--- src/rtl/rsup_pkg.sv ---
package rsup_pkg;

    typedef enum logic [2:0] {
        ST_WAIT_XTAL = 3'd0,
        ST_POR_HOLD  = 3'd1,
        ST_RUN       = 3'd2,
        ST_PIN_HOLD  = 3'd3,
        ST_SW_HOLD   = 3'd4,
        ST_OSC_HOLD  = 3'd5
    } rsup_state_e;

    typedef enum logic [1:0] {
        CAUSE_POWER = 2'b00,
        CAUSE_PIN   = 2'b01,
        CAUSE_SOFT  = 2'b10,
        CAUSE_OSC   = 2'b11
    } rsup_cause_e;

endpackage

--- src/rtl/rsup_count.sv ---
// Up-counter that reports the terminal increment; cleared while idle.
module rsup_count #(
    parameter int MAX = 16
) (
    input  logic clk,
    input  logic rst_n,
    input  logic clr,
    input  logic inc,
    output logic done
);
    localparam int W = (MAX < 2) ? 1 : $clog2(MAX + 1);
    localparam logic [W-1:0] LAST = W'(MAX - 1);

    logic [W-1:0] cnt_q;

    always_ff @(posedge clk or negedge rst_n) begin
        if (!rst_n) begin
            cnt_q <= '0;
        end else if (clr) begin
            cnt_q <= '0;
        end else if (inc) begin
            cnt_q <= cnt_q + 1'b1;
        end
    end

    assign done = inc && (cnt_q == LAST);
endmodule

--- src/rtl/rsup_pin_qual.sv ---
// Synchronizes the reset pin and accepts it after two high samples in a row.
module rsup_pin_qual #(
    parameter int SYNC_STAGES = 2
) (
    input  logic clk,
    input  logic rst_n,
    input  logic clr,
    input  logic pin_async,
    output logic accepted
);
    logic [SYNC_STAGES-1:0] sync_q;
    logic                   prev_q;

    always_ff @(posedge clk or negedge rst_n) begin
        if (!rst_n) begin
            sync_q <= '0;
            prev_q <= 1'b0;
        end else if (clr) begin
            sync_q <= '0;
            prev_q <= 1'b0;
        end else begin
            sync_q <= {sync_q[SYNC_STAGES-2:0], pin_async};
            prev_q <= sync_q[SYNC_STAGES-1];
        end
    end

    assign accepted = sync_q[SYNC_STAGES-1] & prev_q;
endmodule

--- src/rtl/rsup_osc_mon.sv ---
// Counts backup ticks since the last crystal pulse; flags a stopped crystal.
module rsup_osc_mon #(
    parameter int TICKS = 200
) (
    input  logic clk,
    input  logic rst_n,
    input  logic xtal_edge,
    input  logic ref_tick,
    input  logic enable,
    output logic fail
);
    localparam int W = $clog2(TICKS + 1);
    localparam logic [W-1:0] LIMIT = W'(TICKS);

    logic [W-1:0] tick_q;

    always_ff @(posedge clk or negedge rst_n) begin
        if (!rst_n) begin
            tick_q <= '0;
        end else if (xtal_edge) begin
            tick_q <= '0;
        end else if (ref_tick && (tick_q != LIMIT)) begin
            tick_q <= tick_q + 1'b1;
        end
    end

    assign fail = enable && (tick_q == LIMIT);
endmodule

--- src/rtl/rst_supervisor.sv ---
module rst_supervisor #(
    parameter int POR_CYCLES  = 65536,
    parameter int SW_CYCLES   = 90,
    parameter int OFD_TICKS   = 200,
    parameter int SYNC_STAGES = 2
) (
    input  logic       clk,
    input  logic       por_n,
    input  logic       xtal_ok,
    input  logic       xtal_edge,
    input  logic       ref_tick,
    input  logic       ofd_en,
    input  logic       pin_in,
    input  logic       sw_rst_req,
    input  logic       por_flag_clr,
    output logic       rst_out,
    output logic       pin_drive,
    output logic       por_flag,
    output logic [1:0] cause
);
    import rsup_pkg::*;

    rsup_state_e state_q, state_d;
    rsup_cause_e cause_q;
    logic        flag_q;
    logic        por_done, sw_done, pin_ok, osc_fail;

    // Power-up delay: counts crystal pulses while in POR_HOLD
    rsup_count #(.MAX(POR_CYCLES)) u_por_cnt (
        .clk   (clk),
        .rst_n (por_n),
        .clr   (state_q != ST_POR_HOLD),
        .inc   (xtal_edge),
        .done  (por_done)
    );

    // Software reset stretch: counts system clocks while in SW_HOLD
    rsup_count #(.MAX(SW_CYCLES)) u_sw_cnt (
        .clk   (clk),
        .rst_n (por_n),
        .clr   (state_q != ST_SW_HOLD),
        .inc   (1'b1),
        .done  (sw_done)
    );

    // Pin qualifier is flushed while the block drives the pin itself
    rsup_pin_qual #(.SYNC_STAGES(SYNC_STAGES)) u_pin (
        .clk       (clk),
        .rst_n     (por_n),
        .clr       (state_q == ST_SW_HOLD),
        .pin_async (pin_in),
        .accepted  (pin_ok)
    );

    rsup_osc_mon #(.TICKS(OFD_TICKS)) u_osc (
        .clk       (clk),
        .rst_n     (por_n),
        .xtal_edge (xtal_edge),
        .ref_tick  (ref_tick),
        .enable    (ofd_en),
        .fail      (osc_fail)
    );

    // Next-state decision
    always_comb begin
        state_d = state_q;
        unique case (state_q)
            ST_WAIT_XTAL: if (xtal_ok) state_d = ST_POR_HOLD;
            ST_POR_HOLD: begin
                if (!xtal_ok)      state_d = ST_WAIT_XTAL;
                else if (por_done) state_d = ST_RUN;
            end
            ST_RUN: begin
                if (osc_fail)        state_d = ST_OSC_HOLD;
                else if (pin_ok)     state_d = ST_PIN_HOLD;
                else if (sw_rst_req) state_d = ST_SW_HOLD;
            end
            ST_PIN_HOLD: if (!pin_ok)   state_d = ST_RUN;
            ST_SW_HOLD:  if (sw_done)   state_d = ST_RUN;
            ST_OSC_HOLD: if (!osc_fail) state_d = ST_RUN;
            default:                    state_d = ST_WAIT_XTAL;
        endcase
    end

    // State register, cause record and sticky power-on flag
    always_ff @(posedge clk or negedge por_n) begin
        if (!por_n) begin
            state_q <= ST_WAIT_XTAL;
            cause_q <= CAUSE_POWER;
            flag_q  <= 1'b1;
        end else begin
            state_q <= state_d;
            if (state_q == ST_RUN) begin
                if (state_d == ST_OSC_HOLD)      cause_q <= CAUSE_OSC;
                else if (state_d == ST_PIN_HOLD) cause_q <= CAUSE_PIN;
                else if (state_d == ST_SW_HOLD)  cause_q <= CAUSE_SOFT;
                if (por_flag_clr) flag_q <= 1'b0;
            end
        end
    end

    // Outputs decoded from the state
    always_comb begin
        rst_out   = 1'b1;
        pin_drive = 1'b0;
        unique case (state_q)
            ST_RUN:     rst_out   = 1'b0;
            ST_SW_HOLD: pin_drive = 1'b1;
            default: begin
                rst_out   = 1'b1;
                pin_drive = 1'b0;
            end
        endcase
    end

    assign por_flag = flag_q;
    assign cause    = cause_q;
endmodule

--- config.mk ---
export PLATFORM = sky130hd
export DESIGN_NAME = rst_supervisor
export DESIGN_NICKNAME = d
export VERILOG_FILES = /design/src/rtl/rsup_pkg.sv /design/src/rtl/rsup_count.sv /design/src/rtl/rsup_pin_qual.sv /design/src/rtl/rsup_osc_mon.sv /design/src/rtl/rst_supervisor.sv
export SDC_FILE = /design/constraint.sdc
export NUM_CORES = 1
export LEC_CHECK = 0
export ABC_CLOCK_PERIOD_IN_PS = 1900
export BUFFER_PORTS_ARGS = -buffer_cell sky130_fd_sc_hd__buf_2
export CORE_MARGIN = 2
export CORE_UTILIZATION = 35
export CTS_CLUSTER_DIAMETER = 40
export DETAILED_ROUTE_END_ITERATION = 7
export PLACE_DENSITY_LB_ADDON = 0.15
export REMOVE_ABC_BUFFERS = 1
export SLEW_MARGIN = 20
export SYNTH_ARGS = -nofsm -noshare
export SYNTH_HDL_FRONTEND = slang
export SYNTH_SLANG_ARGS = --single-unit
--- constraint.sdc ---
create_clock -name clk -period 1.9 [get_ports clk]
set_input_delay 0.38 -clock clk [delete_from_list [all_inputs] [get_ports clk]]
set_output_delay 0.38 -clock clk [all_outputs]
set_load 0.05 [all_outputs]
# After elaboration in Yosys (flattened, before gate mapping)
# Cells that the tools add are included.
totals:
  input_bits: 9
  register_bits: 41
  word_cells: 57
  output_inout_bits: 5
op_classes:
  n_eq_ne: 14
  n_reduce_logical: 9
  bitwise: 1
  add_sub_neg: 3
  mux: 22
ops:
  columns: ["op", "n"]
  rows:
  - ["2-to-1 mux 17 bit", 2]
  - ["2-to-1 mux 3 bit", 9]
  - ["one-hot mux 3 bit (6 select lines)", 1]
  - ["adder 17 x 1 -> 17 bit (second input constant)", 1]
  - ["== test 17 x 16 -> 1 bit (second input constant)", 1]
  - ["2-to-1 mux 8 bit", 2]
  - ["== test 3 bit (second input constant)", 4]
  - ["== test 3 x 2 -> 1 bit (second input constant)", 3]
  - ["adder 8 x 1 -> 8 bit (second input constant)", 1]
  - ["== test 8 bit (second input constant)", 1]
  - ["2-to-1 mux 2 bit", 4]
  - ["inequality test 8 bit (second input constant)", 1]
  - ["adder 7 x 1 -> 7 bit (second input constant)", 1]
  - ["== test 7 bit (second input constant)", 1]
  - ["2-to-1 mux 7 bit", 1]
  - ["AND reduction 2 bit", 2]
  - ["nonzero test 2 bit", 2]
  - ["== test 3 x 1 -> 1 bit (second input constant)", 1]
  - ["logical AND 1 bit", 3]
  - ["zero test 3 bit", 1]
  - ["2-to-1 mux 1 bit", 3]
  - ["inequality test 3 x 1 -> 1 bit (second input constant)", 1]
  - ["inequality test 3 bit (second input constant)", 1]
  - ["nonzero test 3 bit", 1]
  - ["AND 1 bit", 1]

# Logic depth before layout (Yosys ltp)
# Gate-level depths: netlist of run 1.
depth:
  word_depth: 9
  depth_mapped: 8
  ltp_nobuf: 7

# By module
# From an unflattened synthesis of run 1, not the netlist that was laid out.
hier_totals:
  cells_unflattened: 217
  hier_area_um2: 2188.3
modules_own_cells:
  columns: ["mod", "cells_each", "instances", "seq_area_each_um2", "area_per_inst_um2"]
  rows:
  - ["rsup_count at u_por_cnt", 93, 1, 425.4, 925.9]
  - ["rsup_osc_mon", 47, 1, 200.2, 456.7]
  - ["rsup_count at u_sw_cnt", 35, 1, 175.2, 362.8]
  - ["rst_supervisor", 35, 1, 151.4, 342.8]
  - ["rsup_pin_qual", 7, 1, 75.1, 100.1]

# Least setup slack after synthesis of run 1
# OpenSTA, ideal clock, no wires.
synth_path:
  path_kind: "flip-flop to flip-flop"
  start: "register u_por_cnt.cnt_q[8]"
  end: "register state_q[1]"
  setup_ps: 90
  t_arrival_ps: 1671
  period_less_slack_ps: 1761
  path_slack_ps: 139
  n_path_buf: 0
  path_stages_with_launch: 8
  path_cell_list: "dfrtp_1 -> and4_1 -> nand4_1 -> nor3_1 -> ha_1 -> a31oi_1 -> or3b_2 -> o221ai_1"
synth_via:
  elab_chain_len: 5
synth_rtl:
  columns: ["element", "line", "source"]
  rows:
  - ["from (decl)", "rsup_count.sv:14", "logic [W-1:0] cnt_q;"]
  - ["from (signal assigned)", "rsup_count.sv:22", "cnt_q <= cnt_q + 1'b1;"]
  - ["== test 17 x 16 -> 1 bit", "rsup_count.sv:26", "assign done = inc && (cnt_q == LAST);"]
  - ["logical AND 1 bit", "rsup_count.sv:26", null]
  - ["2-to-1 mux 3 bit", "rst_supervisor.sv:71", "else if (por_done) state_d = ST_RUN;"]
  - ["2-to-1 mux 3 bit", "rst_supervisor.sv:70", "if (!xtal_ok) state_d = ST_WAIT_XTAL;"]
  - ["one-hot mux 3 bit (6 select lines)", "rst_supervisor.sv:67", "unique case (state_q)"]
  - ["named net state_d[1]", "rst_supervisor.sv:23", "rsup_state_e state_q, state_d;"]
  - ["to (signal assigned)", "rst_supervisor.sv:92", "state_q <= state_d;"]
  - ["to (decl)", "rst_supervisor.sv:23", null]
# The timed path passes the listed nets, and every way through them passes these cells.
# A chain may end at the register's enable or synchronous reset.

# Worst setup path after layout of run 1
layout_path:
  start: "register state_q[2]"
  end: "output port pin_drive"
layout_via:
  elab_chain_len: 2
layout_rtl:
  columns: ["element", "line", "source"]
  rows:
  - ["== test 3 bit", "rst_supervisor.sv:106", "unique case (state_q)"]
  - ["2-to-1 mux 1 bit", "rst_supervisor.sv:106", null]
  - ["to (decl)", "rst_supervisor.sv:17", "output logic pin_drive,"]
# No other way between the ends.

==> impl_results.md, run 1 <==
- RR Startpoint: u_por_cnt.cnt_q[0]
- Top-area cell type share of the netlist area: 48.8%
- Count of final max-slew check failures: 0
- Setup violators final: 0
- Overflow after GRT: 0
- Hold crit path type: primary input to asynchronous set/reset pin
- Critical path endpoint category: primary output
- Highest clock rate: 543 MHz
- IO Count: 14
- RSZ-0062 raised after global routing: no
- MaxCap Viol Count: 0
- Worst hold margin: 23.4 ps
- Post-route setup slack: 59.2 ps
- Final nets: 241
- Setup slack, reg-to-reg: 160 ps
- Leak: 0.00105 uW
- Ranking of synthesized cells by area: dfrtp_1, xor2_1, nor2_1
- Synth cell types: 39
- Critical-path cell list: or3b_1 > inv_2 > clkbuf_4
- Cts bufs inserted: 5
- Die Y: 80.6 um
- Outcome: finished, final reports clean
- Final WL: 3710 um
- Gpl congestion: 0.746
- CTS Sinks: 41
- Reg2reg end: state_q[1]
- Post-route ant nets: 0
- Worst path required time: 1520 ps
- Post-Synthesis Cells: 199
- GRT Util Overall: 13.2%
- Critical path's top delay family: flip-flops
- Mean Syn Cell Area: 10.3 sq um
- 1st-iter DRT viols: 46
- Warnings, synthesis: 0
- Fraction of layout cells with a size suffix above 1: 19.4%
- DP HPWL: 2670 um
- CP Launch Type: register
- Wire per inst: 12.4 um
- Peak supply drop: 496 uV
- Critical Path Max Stage Delay: 470 ps
- Worst Reg-to-Reg Cells: 7
- Slowest CP cell: dfrtp_1
- Clk slew on worst S/H paths: 80 ps
- CTS tree: built
- Critical path peak fanout: 7
- Initial Util: 36.8%
- Post-route DRC violation count: 0
- WP data arrival: 1460 ps
- DR pass1 iterations: 4
- Vias in the first global route: 1,503
- Fill cells: 558
- Minimum clock period after layout: 1840 ps
- Seq/Total Area, Yosys: 50.1%
- Worst Max-Slew Pin Slew: 592 ps
- Worst-Skew Late Latency: 290 ps
- Total die area: 6490 sq um
- Primary FF master, synth: dfrtp_1
- Initial antenna violation count: 0
- Vias: 1,462
- DP Worst Slack: 66.3 ps
- Die X: 80.6 um
- Core ar.: 5570 sq um
- Setup Skew: 10.8 ps
- Fraction of registers with async set/reset: 100%
- Clk root buf: clkbuf_8
- FF+latch count, synth: 41
- Std-Cell Rows: 27
- Power, Total: 2100 uW
- Pin count of the biggest net entering global routing: 24
- Hold Vio Cnt, Final: 0
- WS Path Type: register to primary output
- P per Cell Area: 874 nW/um^2
- Vias per Instance: 4.89
- CP bufs+invs: 2
- Global-route wire length before repair: 6620 um
- Final setup TNS: 0 ps
- Area leader, netlist: dfrtp_1
- Deepest clock path buffer count: 2
- Rel. slew slack: 60.5%
- Post-synth EDFFs: 0
- P&R area growth vs syn: 17.3%
- Period utilization: 96.9%
- Ant diodes: 0
- H-tree levels: 2
- I/O Buffers: 13
- Post-Syn Area: 2050 sq um
-- per-stage QoR --
step           std cells  utilization (%)  instance area (sq um)
6_report             299             43.2                   2410
5_1_grt              299             43.2                   2410
4_1_cts              298             42.9                   2390
3_5_place_dp         290             40.8                   2280
3_3_place_gp         290             40.8                   2280
2_1_floorplan        193                -                   2020
-- final cells by class --
cell class              count  area (sq um)  share of cell area [%]
flip-flops and latches     41          1030                    42.7
inverters                   7          26.3                    1.09
clock inverters             1          30.0                    1.25
well taps                  72          90.1                    3.74
clock buffers               7          86.3                    3.59
multi-input cells         145           970                    40.3
repair buffers             26           178                    7.38
-- routing by layer --
layer	GRT usage, %	vias to the layer above	routed length, um
met5	0	-	0
met4	5.93	0	80
met3	3.03	9	95
met2	20.3	16	1710
met1	17.5	702	1820
li1	-	735	-
-- cell families (layout without fill, tap and decap cells) --
family / after synthesis / in the layout / synth area share [%]
AO/OA/AOI/OAI: 18 / 18 / 5.55
XOR/XNOR: 24 / 24 / 10.2
adder cells (fa/ha/maj): 6 / 6 / 3.66
buffers and inverters: 13 / 41 / 2.93
flip-flops: 41 / 41 / 50.1
multiplexers: 3 / 3 / 1.52
AND/OR/NAND/NOR: 94 / 94 / 26.0
-- synth_stat cells (2+ instances only) --
master,number
a21oi_1,4
and2_1,7
and3_1,2
and4_1,3
buf_4,3
clkbuf_1,3
dfrtp_1,40
ha_1,6
inv_1,5
inv_2,2
mux2i_1,2
nand2_1,11
nand3_1,10
nand4_1,12
nor2_1,35
nor3_1,2
o21ai_1,6
or3_1,3
xnor2_1,6
xor2_1,18
-- how the worst max path moves through the flow --
| stage | from | to | cells after the start |
|---|---|---|---|
| 5_1_grt | state_q[1] | pin_drive | 3 |
| 2_1_floorplan | u_por_cnt.cnt_q[3] | state_q[1] | 7 |
| 6_report | state_q[2] | pin_drive | 3 |
| 4_1_cts | state_q[2] | pin_drive | 3 |
| 3_3_place_gp | u_por_cnt.cnt_q[10] | state_q[1] | 7 |
| 3_5_place_dp | u_por_cnt.cnt_q[10] | state_q[1] | 7 |
-- power breakdown --
part           internal [uW]  switching, uW  total (uW)
combinational            120            253         373
sequential               940           65.5        1010
clock                    429            297         725
total                   1490            615        2100
-- layout by cell type, fill, tap and decap left out, types with 2 or more instances in the layout --
cell and n:
dfrtp_1 40, nor2_1 35, xor2_1 18, nand4_1 12, buf_2 12, buf_4 12, nand2_1 11, nand3_1 10
and2_1 7, o21ai_1 6, xnor2_1 6, ha_1 6, clkbuf_8 6, inv_1 5, a21oi_1 4, and4_1 3
or3_1 3, inv_2 2, and3_1 2, mux2i_1 2
-- what timing repair did --
action                                  CTS  global route
buffers inserted                          0             1
hold buffers                              0             0
endpoints found under the setup margin    0             2
gates resized for setup                   0             2
-- sequential cells by signal, indices dropped and copies added, names as in the netlist --
name	flops
u_pin.sync_q	2
u_osc.tick_q	8
state_q	3
u_sw_cnt.cnt_q	7
u_pin.prev_q	1
por_flag	1
cause	2
u_por_cnt.cnt_q	17
(Power assumes the default switching activity.)
==> run 2: changes to the inputs <==
Settings changed: CAP_MARGIN set to 20, CORE_ASPECT_RATIO set to 0.7, CTS_CLUSTER_SIZE set to 12.
==> run 2 against run 1 <==
Against the previous run: cell count rose by 1.0%; wire length rose by 4.0%; critical path type unchanged; critical endpoint unchanged; largest power group unchanged; via count fell by 0.96%; global-route usage rose by 0.54 points; sequential share of layout area rose by 0.41 points; worst setup slack improved by 17 ps; critical path depth did not move; maximum frequency rose by 0.91%; count of clock-buffer cells in the layout rose by 1; first-iteration DRC count fell by 41%; design area fell by 0.83%.
==> impl_results.md, run 2 (synthesis results as in run 1) <==
- Worst Max-Slew Pin Slew: 599 ps
- Count of final max-slew check failures: 0
- Std-Cell Rows: 23
- Critical Path Max Stage Delay: 440 ps
- Largest regs: u_por_cnt.cnt_q x17, u_osc.tick_q x8, u_sw_cnt.cnt_q x7
- Commonest non-fill, non-tap cell in the layout: dfrtp_1
- Power, Total: 1940 uW
- Die Y: 68.1 um
- Worst hold margin: 51.3 ps
- DP Cell Count: 292
- Pin count of the biggest net entering global routing: 23
- Minimum clock period after layout: 1820 ps
- Worst-Skew Late Latency: 280 ps
- Post-route DRC violation count: 0
- Hold crit path type: primary input to asynchronous set/reset pin
- Peak supply drop: 490 uV
- Fraction of layout cells with a size suffix above 1: 19.8%
- Final WL: 3860 um
- Period utilization: 96.0%
- Critical-path cell list: or3b_1 > inv_2 > clkbuf_4
- Clk root buf: clkbuf_8
- Deepest clock path buffer count: 2
- Max FFs per register: 17
- GRT Util Overall: 13.7%
- Core ar.: 5700 sq um
- Die X: 95.5 um
- Final setup TNS: 0 ps
- Post-route ant nets: 0
- Vias in the first global route: 1,426
- P per Cell Area: 811 nW/um^2
- P&R area growth vs syn: 16.3%
- Highest clock rate: 548 MHz
- DR pass1 iterations: 4
- IO Count: 14
- CTS tree: built
- CP Launch Type: register
- Reg with most FFs: u_por_cnt.cnt_q
- Hold Vio Cnt, Final: 0
- CTS Sinks: 41
- Overflow after GRT: 0
- Initial antenna violation count: 0
- DP HPWL: 2730 um
- 1st-iter DRT viols: 27
- Final nets: 241
- Setup violators final: 0
- Worst path required time: 1520 ps
- Initial Util: 36.0%
- Leak: 0.00103 uW
- Clk slew on worst S/H paths: 80 ps
- WP data arrival: 1440 ps
- Critical path endpoint category: primary output
- Setup Skew: 5.39 ps
- Slowest CP cell: dfrtp_1
- Critical path peak fanout: 6
- Gpl congestion: 0.809
- Vias per Instance: 4.79
- Layout Cells excl Fill: 302
- H-tree levels: 2
- Ant diodes: 0
- CTS hold repair buffers: 0
- Vias: 1,448
- Worst Reg-to-Reg Cells: 7
- WS Path Type: register to primary output
- Outcome: finished, final reports clean
- I/O Buffers: 13
- MaxCap Viol Count: 0
- RSZ-0062 raised after global routing: no
- Rel. slew slack: 60.0%
- Cts bufs inserted: 5
- Total die area: 6500 sq um
- Commonest cells after routing, fill and taps aside: dfrtp_1, nor2_1, xor2_1
- Global-route wire length before repair: 6820 um
- Wire per inst: 12.8 um
## run 2: changes by cell type in the layout (fill, tap and decap cells not counted), sizes merged
cell	before	now
bufinv	1	0
clkbuf	8	9
## run 2: worst max-delay path: cells and delay by family (launching register included)
family / cells / cell delay, ps
AND/OR/NAND/NOR: 1 / 420
flip-flops: 1 / 440
buffers and inverters: 2 / 290
## run 2: path summary, 6_finish.rpt
check / startpoint / end / slack, ps
max: state_q[1] / pin_drive / 80
min: por_n / u_por_cnt.cnt_q[12] / 50
max reg2reg: u_por_cnt.cnt_q[10] / state_q[1] / 150
min reg2reg: u_pin.sync_q[0] / u_pin.sync_q[1] / 460
max in group asynchronous: por_n / por_flag / 1290
min in group clk: por_flag_clr / por_flag / 220
## run 2: through the flow
step           cell area [sq um]  utilization (%)  worst slack (ps)
2_1_floorplan               2020                -              58.9
3_3_place_gp                2270             39.9               114
3_5_place_dp                2270             39.9              25.6
4_1_cts                     2350             41.3              18.6
5_1_grt                     2390             41.9              21.4
6_report                    2390             41.9              75.8
## run 2: routing by layer
layer	vias up	global-route usage, %	wire length, um
li1	739	-	-
met1	684	20.8	2200
met2	21	19.0	1470
met3	4	3.63	140
met4	0	3.75	41
met5	-	0	0
## run 2: power breakdown
group	total, uW	internal, uW	switching [uW]	leakage [uW]
logic	386	125	261	0.000442
clock network	545	261	284	0.0000395
registers	1010	941	65.9	0.000551
## run 2: final cells by class
cell class | count | area (sq um)
fill | 561 | 3310
sequential | 41 | 1030
multi-input combinational | 145 | 981
timing repair buffer | 26 | 178
tap | 75 | 93.8
clock buffer | 8 | 80.1
inverter | 7 | 26.3
## run 2: what timing repair did
action / 4_1_cts / 5_1_grt
endpoints found under the setup margin: 0 / 2
resized for setup: 0 / 6
buffers inserted: 0 / 2
